--- src/rtl/cardclk_pkg.sv ---
package cardclk_pkg;
  // strobes from control to datapath
  typedef struct packed {
    logic restart;  // park counter idle, output low
    logic advance;  // step counter one master cycle
  } clkStrobes_t;
endpackage

--- src/rtl/cardclk_ctrl.sv ---
module cardclk_ctrl
  import cardclk_pkg::*;
#(
  parameter int DIV_W   = 8,
  parameter int WORD_W  = 16,
  parameter int EN_BIT  = 8,
  parameter int BYP_BIT = 9,
  parameter int FC_BIT  = 13
) (
  input  logic              clk,
  input  logic              rstN,
  input  logic              wrEn,
  input  logic [WORD_W-1:0] wrData,
  input  logic              fifoStall,
  input  logic              atEnd,
  output logic [DIV_W-1:0]  divVal,
  output logic              enQ,
  output logic              bypQ,
  output logic              fcQ,
  output logic              bypGateReq,
  output clkStrobes_t       strobes
);
  logic holdReq;
  logic unusedWr;
  assign unusedWr = ^wrData;

  always_ff @(posedge clk or negedge rstN) begin
    if (!rstN) begin
      divVal <= '0;
      enQ    <= 1'b0;
      bypQ   <= 1'b0;
      fcQ    <= 1'b0;
    end else if (wrEn) begin
      divVal <= wrData[DIV_W-1:0];
      enQ    <= wrData[EN_BIT];
      bypQ   <= wrData[BYP_BIT];
      fcQ    <= wrData[FC_BIT];
    end
  end

  always_comb begin
    holdReq         = fcQ && fifoStall;
    strobes.restart = !enQ || bypQ;
    // a stall freezes the counter only on the last low cycle of a period
    strobes.advance = enQ && !bypQ && !(holdReq && atEnd);
    bypGateReq      = enQ && bypQ && !holdReq;
  end
endmodule

--- src/rtl/cardclk_dp.sv ---
module cardclk_dp
  import cardclk_pkg::*;
#(
  parameter int DIV_W     = 8,
  parameter bit EVEN_MODE = 1'b0
) (
  input  logic             clk,
  input  logic             rstN,
  input  logic [DIV_W-1:0] divVal,
  input  clkStrobes_t      strobes,
  input  logic             bypSel,
  input  logic             bypGateReq,
  output logic             atEnd,
  output logic             divOut,
  output logic             cardClk
);
  localparam int CNT_W = DIV_W + 1;

  logic [CNT_W-1:0] cnt;
  logic [CNT_W-1:0] nextCnt;
  logic [CNT_W-1:0] lastCur;
  logic [CNT_W-1:0] highTopNext;
  logic [DIV_W-1:0] activeDiv;
  logic [DIV_W-1:0] nextDiv;
  logic             idle;
  logic             bypGate;

  assign atEnd   = idle || (cnt == lastCur);
  assign nextDiv = atEnd ? divVal : activeDiv;
  assign nextCnt = atEnd ? '0 : cnt + 1'b1;

  generate
    if (EVEN_MODE) begin : g_even
      // period 2*(d+1): last index 2d+1, high while cnt <= d
      assign lastCur     = {activeDiv, 1'b1};
      assign highTopNext = {1'b0, nextDiv};
    end else begin : g_offset
      // period d+2: last index d+1, high while cnt <= d/2
      assign lastCur     = {1'b0, activeDiv} + 1'b1;
      assign highTopNext = {1'b0, nextDiv >> 1};
    end
  endgenerate

  always_ff @(posedge clk or negedge rstN) begin
    if (!rstN) begin
      cnt       <= '0;
      idle      <= 1'b1;
      activeDiv <= '0;
      divOut    <= 1'b0;
    end else if (strobes.restart) begin
      cnt    <= '0;
      idle   <= 1'b1;
      divOut <= 1'b0;
    end else if (strobes.advance) begin
      idle      <= 1'b0;
      cnt       <= nextCnt;
      activeDiv <= nextDiv;
      divOut    <= (nextCnt <= highTopNext);
    end
  end

  // gate for the bypass path changes only while the master clock is low
  always_ff @(negedge clk or negedge rstN) begin
    if (!rstN) bypGate <= 1'b0;
    else       bypGate <= bypGateReq;
  end

  assign cardClk = bypSel ? (clk & bypGate) : divOut;
endmodule

--- src/rtl/cardclk_gen.sv ---
module cardclk_gen
  import cardclk_pkg::*;
#(
  parameter int DIV_W     = 8,
  parameter int WORD_W    = 16,
  parameter int FC_BIT    = 13,
  parameter bit EVEN_MODE = 1'b0
) (
  input  logic              clk,
  input  logic              rstN,
  input  logic              wrEn,
  input  logic [WORD_W-1:0] wrData,
  input  logic              fifoStall,
  output logic              cardClk
);
  localparam int EN_BIT  = DIV_W;
  localparam int BYP_BIT = DIV_W + 1;

  clkStrobes_t      strobes;
  logic [DIV_W-1:0] divVal;
  logic             enQ;
  logic             bypQ;
  logic             fcQ;
  logic             bypGateReq;
  logic             atEnd;
  logic             divOut;

  cardclk_ctrl #(
    .DIV_W(DIV_W), .WORD_W(WORD_W), .EN_BIT(EN_BIT),
    .BYP_BIT(BYP_BIT), .FC_BIT(FC_BIT)
  ) u_ctrl (
    .clk(clk), .rstN(rstN), .wrEn(wrEn), .wrData(wrData),
    .fifoStall(fifoStall), .atEnd(atEnd), .divVal(divVal),
    .enQ(enQ), .bypQ(bypQ), .fcQ(fcQ), .bypGateReq(bypGateReq),
    .strobes(strobes)
  );

  cardclk_dp #(
    .DIV_W(DIV_W), .EVEN_MODE(EVEN_MODE)
  ) u_dp (
    .clk(clk), .rstN(rstN), .divVal(divVal), .strobes(strobes),
    .bypSel(bypQ), .bypGateReq(bypGateReq), .atEnd(atEnd),
    .divOut(divOut), .cardClk(cardClk)
  );
endmodule

--- config.mk ---
export PLATFORM = sky130hd
export DESIGN_NAME = cardclk_gen
export DESIGN_NICKNAME = d
export VERILOG_FILES = /design/src/rtl/cardclk_pkg.sv /design/src/rtl/cardclk_ctrl.sv /design/src/rtl/cardclk_dp.sv /design/src/rtl/cardclk_gen.sv
export SDC_FILE = /design/constraint.sdc
export NUM_CORES = 1
export LEC_CHECK = 0
export CAP_MARGIN = 10
export CORE_MARGIN = 2
export CORE_UTILIZATION = 55
export DETAILED_ROUTE_END_ITERATION = 6
export HOLD_SLACK_MARGIN = 0.1
export PLACE_DENSITY = 0.78
export RECOVER_POWER = 25
export SYNTH_ARGS = -nofsm -noshare
export SYNTH_HDL_FRONTEND = slang
export SYNTH_SLANG_ARGS = --single-unit
--- constraint.sdc ---
create_clock -name clk -period 7.5 [get_ports clk]
set_input_delay 1.5 -clock clk [delete_from_list [all_inputs] [get_ports clk]]
set_output_delay 1.5 -clock clk [all_outputs]
set_load 0.02 [all_outputs]
======== Yosys cells after proc, flatten, opt, wreduce, memory -nomap -nowiden ========
Index checks and enable logic that the tools add are counted.
Widths: inputs -> output; s select.
storage, ports and cells
  word-level logic and storage cells ...... 40
  output and inout port bits .............. 1
  flip-flop bits (word level) ............. 31
  input port bits ......................... 20
operators by class
  eq/ne operators ......................... 1
  bitwise gates (word level) .............. 2
  reduce and logical (&&, ||, !) cells .... 15
  order comparisons ....................... 1
  mux-type cells .......................... 9
  $add $sub $neg .......................... 2
operators by type and width
  kind                 count
  $mux 9               3
  $add 8x1->9 const B  1
  $add 9x1->9 const B  1
  $eq 9x9->1           1
  $le 9x7->1           1
  $mux 8               1
  $logic_and 1x1->1    6
  $mux 1               5
  $logic_not 1->1      4
  $reduce_and 3->1     1
  $logic_or 1x1->1     2
  $reduce_and 2->1     1
  $reduce_bool 2->1    1
  $and 1x1->1          1
  $not 1->1            1

======== Logic depth before layout (Yosys ltp) ========
  depth after elaboration ................. 8
  gate-level depth with buffers ........... 14
  depth with buffers taken out ............ 12

======== Cells and area by module ========
From an unflattened synthesis, not the netlist that was laid out.
unflattened totals
  cells, all modules ...................... 243
  area total of the unflattened synthesis .. 2367.3 sq um
by module, submodules not included
  module        area an instance (sq um)  cells an instance  sequential area each (sq um)  instances
  cardclk_dp    1898.1                    216                501.7                         1
  cardclk_ctrl  469.2                     27                 275.3                         1

==> results by group <==
Setup path
  • Setup CP Type: reg -> out
  • Slowest stage delay, CP: 0.63 ns
  • Crit end category: output pin
  • WP data arrival: 5.39 ns
  • CP delay by family, top: buffers and inverters
  • Worst-path maximum fanout: 1
  • Worst path cell trace: nand3_1 > o21ai_0 > clkdlybuf4s50_1
  • Crit path max-delay cell type: clkdlybuf4s50_1
  • R2R setup slack: 2.95 ns
  • Worst setup SP type: register
  • Buf+Inv Stages, Crit Path: 1
  • Critical path required time: 6.00 ns
  • Worst reg2reg path endpoint: u_dp.bypGate$_DFF_NN0_
  • R2r startpoint: u_ctrl.fcQ$_DFFE_PN0P_
  • Reg2reg path depth: 2

Hold path
  • Worst Hold End: u_dp.activeDiv[0]$_DFFE_PN0P_
  • Hold Path Origin: u_ctrl.divVal[0]$_DFFE_PN0P_
  • Worst Hold Depth: 1
  • Worst min path class: reg -> reg

Outcome
  • Failing checks: capacitance limit, slew limit
  • Status: finished with violations

Global routing
  • Largest net degree at the start of global routing: 33
  • Grt total ovfl: 0
  • Global-route wire length before repair: 6886 um
  • Initial antenna violation count: 0
  • Vias in the first global route: 1536
  • Tot GR Track Use: 0.2254

Cells and area
  • Area growth syn-to-layout: 13.11%
  • # nets final: 229
  • Final core occ: 0.6472
  • Ant diodes: 0
  • Number of fill cells in the layout: 292
  • Commonest non-fill, non-tap cell in the layout: dfrtp_1
  • Layout cells sized above 1: 0.1542
  • Commonest cells after routing, fill and taps aside: 29 x dfrtp_1, 14 x clkdlybuf4s50_1, 13 x nand2_1
  • Area of the multi-input gates: 1072 um2
  • Seq. cell area: 777.0 um2

Clock network
  • Post-CTS Setup Bufs: 0
  • TritonCTS clock tree: done
  • Clock Latency Late Sink: 0.44 ns
  • Resize count post-CTS: 0
  • Clock Pin Slew Worst Setup and Hold Paths: 0.09 ns
  • Cts hold-fix bufs: 0

Floorplanning
  • Die Ht: 62.92 um
  • Die W: 62.92 um
  • Initial core utilization: 0.5722
  • Die footprint: 3959 um2
  • # rows: 21
  • Core area: 3337 um2
  • Io pins: 21

Synthesis
  • Synth warnings: 0
  • Synth Cell Area: 1909 um2
  • Synth Register Bits: 31
  • Area share of the largest cell type after synthesis: 0.3801
  • Main synth FF type: dfrtp_1
  • Syn Area/Cell: 10.38 um2
  • Post-synth ARST share: 1.000
  • Post-synth EDFFs: 0
  • Mapped Cells: 184
  • Syn_nets: 213
  • Synth unique cells: 45
  • Sequential share of the synthesized area: 0.4069
  • Cell accounting for the most synthesized area: dfrtp_1
  • Area contributors post-synth: dfrtp_1 38%, mux2_2 7.1%, ha_1 5.9%

Job
  • Max-Cap Viols: 1

STA
  • Worst Skew: 0.009510 ns
  • RSZ-0062 raised after global routing: false
  • Setup violators final: 0
  • Worst slew pin tran: 1.654 ns
  • Rel. slew slack: -0.1030
  • TNS Setup: 0 ns
  • Hold slack: 0.4983 ns
  • Fin worst setup slack: 0.6104 ns
  • Final slew viol count: 32
  • Fin. Hold Viols: 0

Detailed routing
  • Pre-antenna DRT Iters: 4
  • Vias per inst: 5.915
  • Vias: 1461
  • DRT iter0 DRCs: 104
  • Detailed-route wire length: 3861 um
  • DR DRC count: 0
  • Avg WL per Cell: 15.63 um
  • ANT nets after route: 0

Place
  • Number of I/O port buffers: 15
  • Final Wtd Congestion: 0.8631
  • Post-DP HPWL: 2838 um
  • Placement Setup Slack: 1.133 ns

Pwr
  • Worst vdd ir: 0.1585 mV
  • Final total power: 0.0004929 W
  • PD cells: 228.3 nW/um2
  • Leak: 0.9295 nW
## synthesized netlist by cell type, types with 2 or more instances
library cell  count
a211oi_1          3
a21o_1            2
a21oi_1           4
a31o_2            3
and3_1            6
buf_2             3
buf_4             3
clkbuf_1          4
dfrtp_1          29
ha_1              9
inv_1             2
mux2_1            8
mux2_2           12
mux2i_1           6
nand2_1          13
nand2b_1          2
nand3_1           9
nand4_1           2
nor2_1            8
nor2b_1           3
nor3_1            2
o21a_1            4
o21ai_0           6
or2_2             3
or3_1             5
xnor2_1          10
xor2_1            5
## how the worst max path moves through the flow
stage,start,to,cells past startpoint,slack [ns]
floorplan,u_dp.bypGate$_DFF_NN0_,cardClk,2,1.59
global placement,u_dp.bypGate$_DFF_NN0_,cardClk,3,1.15
detailed placement,u_dp.bypGate$_DFF_NN0_,cardClk,3,1.13
CTS,u_dp.bypGate$_DFF_NN0_,cardClk,3,0.59
global route,u_dp.bypGate$_DFF_NN0_,cardClk,3,0.55
finish,u_dp.bypGate$_DFF_NN0_,cardClk,3,0.61
## power breakdown
part | switching [W] | internal [W]
clock | 0.0000625 | 0.0000750
combinational | 0.0000609 | 0.0000666
sequential | 0.0000352 | 0.000193
## layer usage
layer | vias up | wire length, um | global-route usage
met5 | - | 0 | 0
met4 | 0 | 78 | 0.08333
met3 | 11 | 183 | 0.06126
met2 | 35 | 1916 | 0.3830
met1 | 712 | 1682 | 0.2722
li1 | 703 | - | -
## area by class of cell
cell class                 instances  area share
clock buffer                      12     0.04693
inverter                           2    0.003476
multi-input combinational        141      0.4965
sequential                        31      0.3598
tap                               46     0.02665
timing repair buffer              15     0.06663
## sequential cells by signal, summed over array words and instances (netlist names)
register        cells
u_ctrl.divVal       8
u_ctrl.fcQ          1
u_ctrl.enQ          1
u_dp.divOut         1
u_dp.activeDiv      8
u_ctrl.bypQ         1
u_dp.cnt            9
u_dp.bypGate        1
u_dp.idle           1
## worst reg2reg max path, stage by stage (launching register included)
cell     delay, ns
dfrtp_1       0.37
nand2_1       0.09
and3_1        0.19
## cell families (layout without fill, tap and decap cells)
logic type,Yosys count,count (layout),share of synthesized area
simple gates,57,57,0.1547
fa+ha+maj,9,9,0.05898
buf+inv,12,29,0.03145
flops,31,31,0.4069
mux,26,26,0.1494
compound gates,34,34,0.1298
xor+xnor,15,15,0.06880
## metrics by stage
stage	instances	instance area, um2
2_1_floorplan	184	1909
3_3_place_gp	236	2072
3_5_place_dp	236	2072
4_1_cts	247	2163
5_1_grt	247	2160
6_report	247	2160
(Power assumes the default switching activity.)
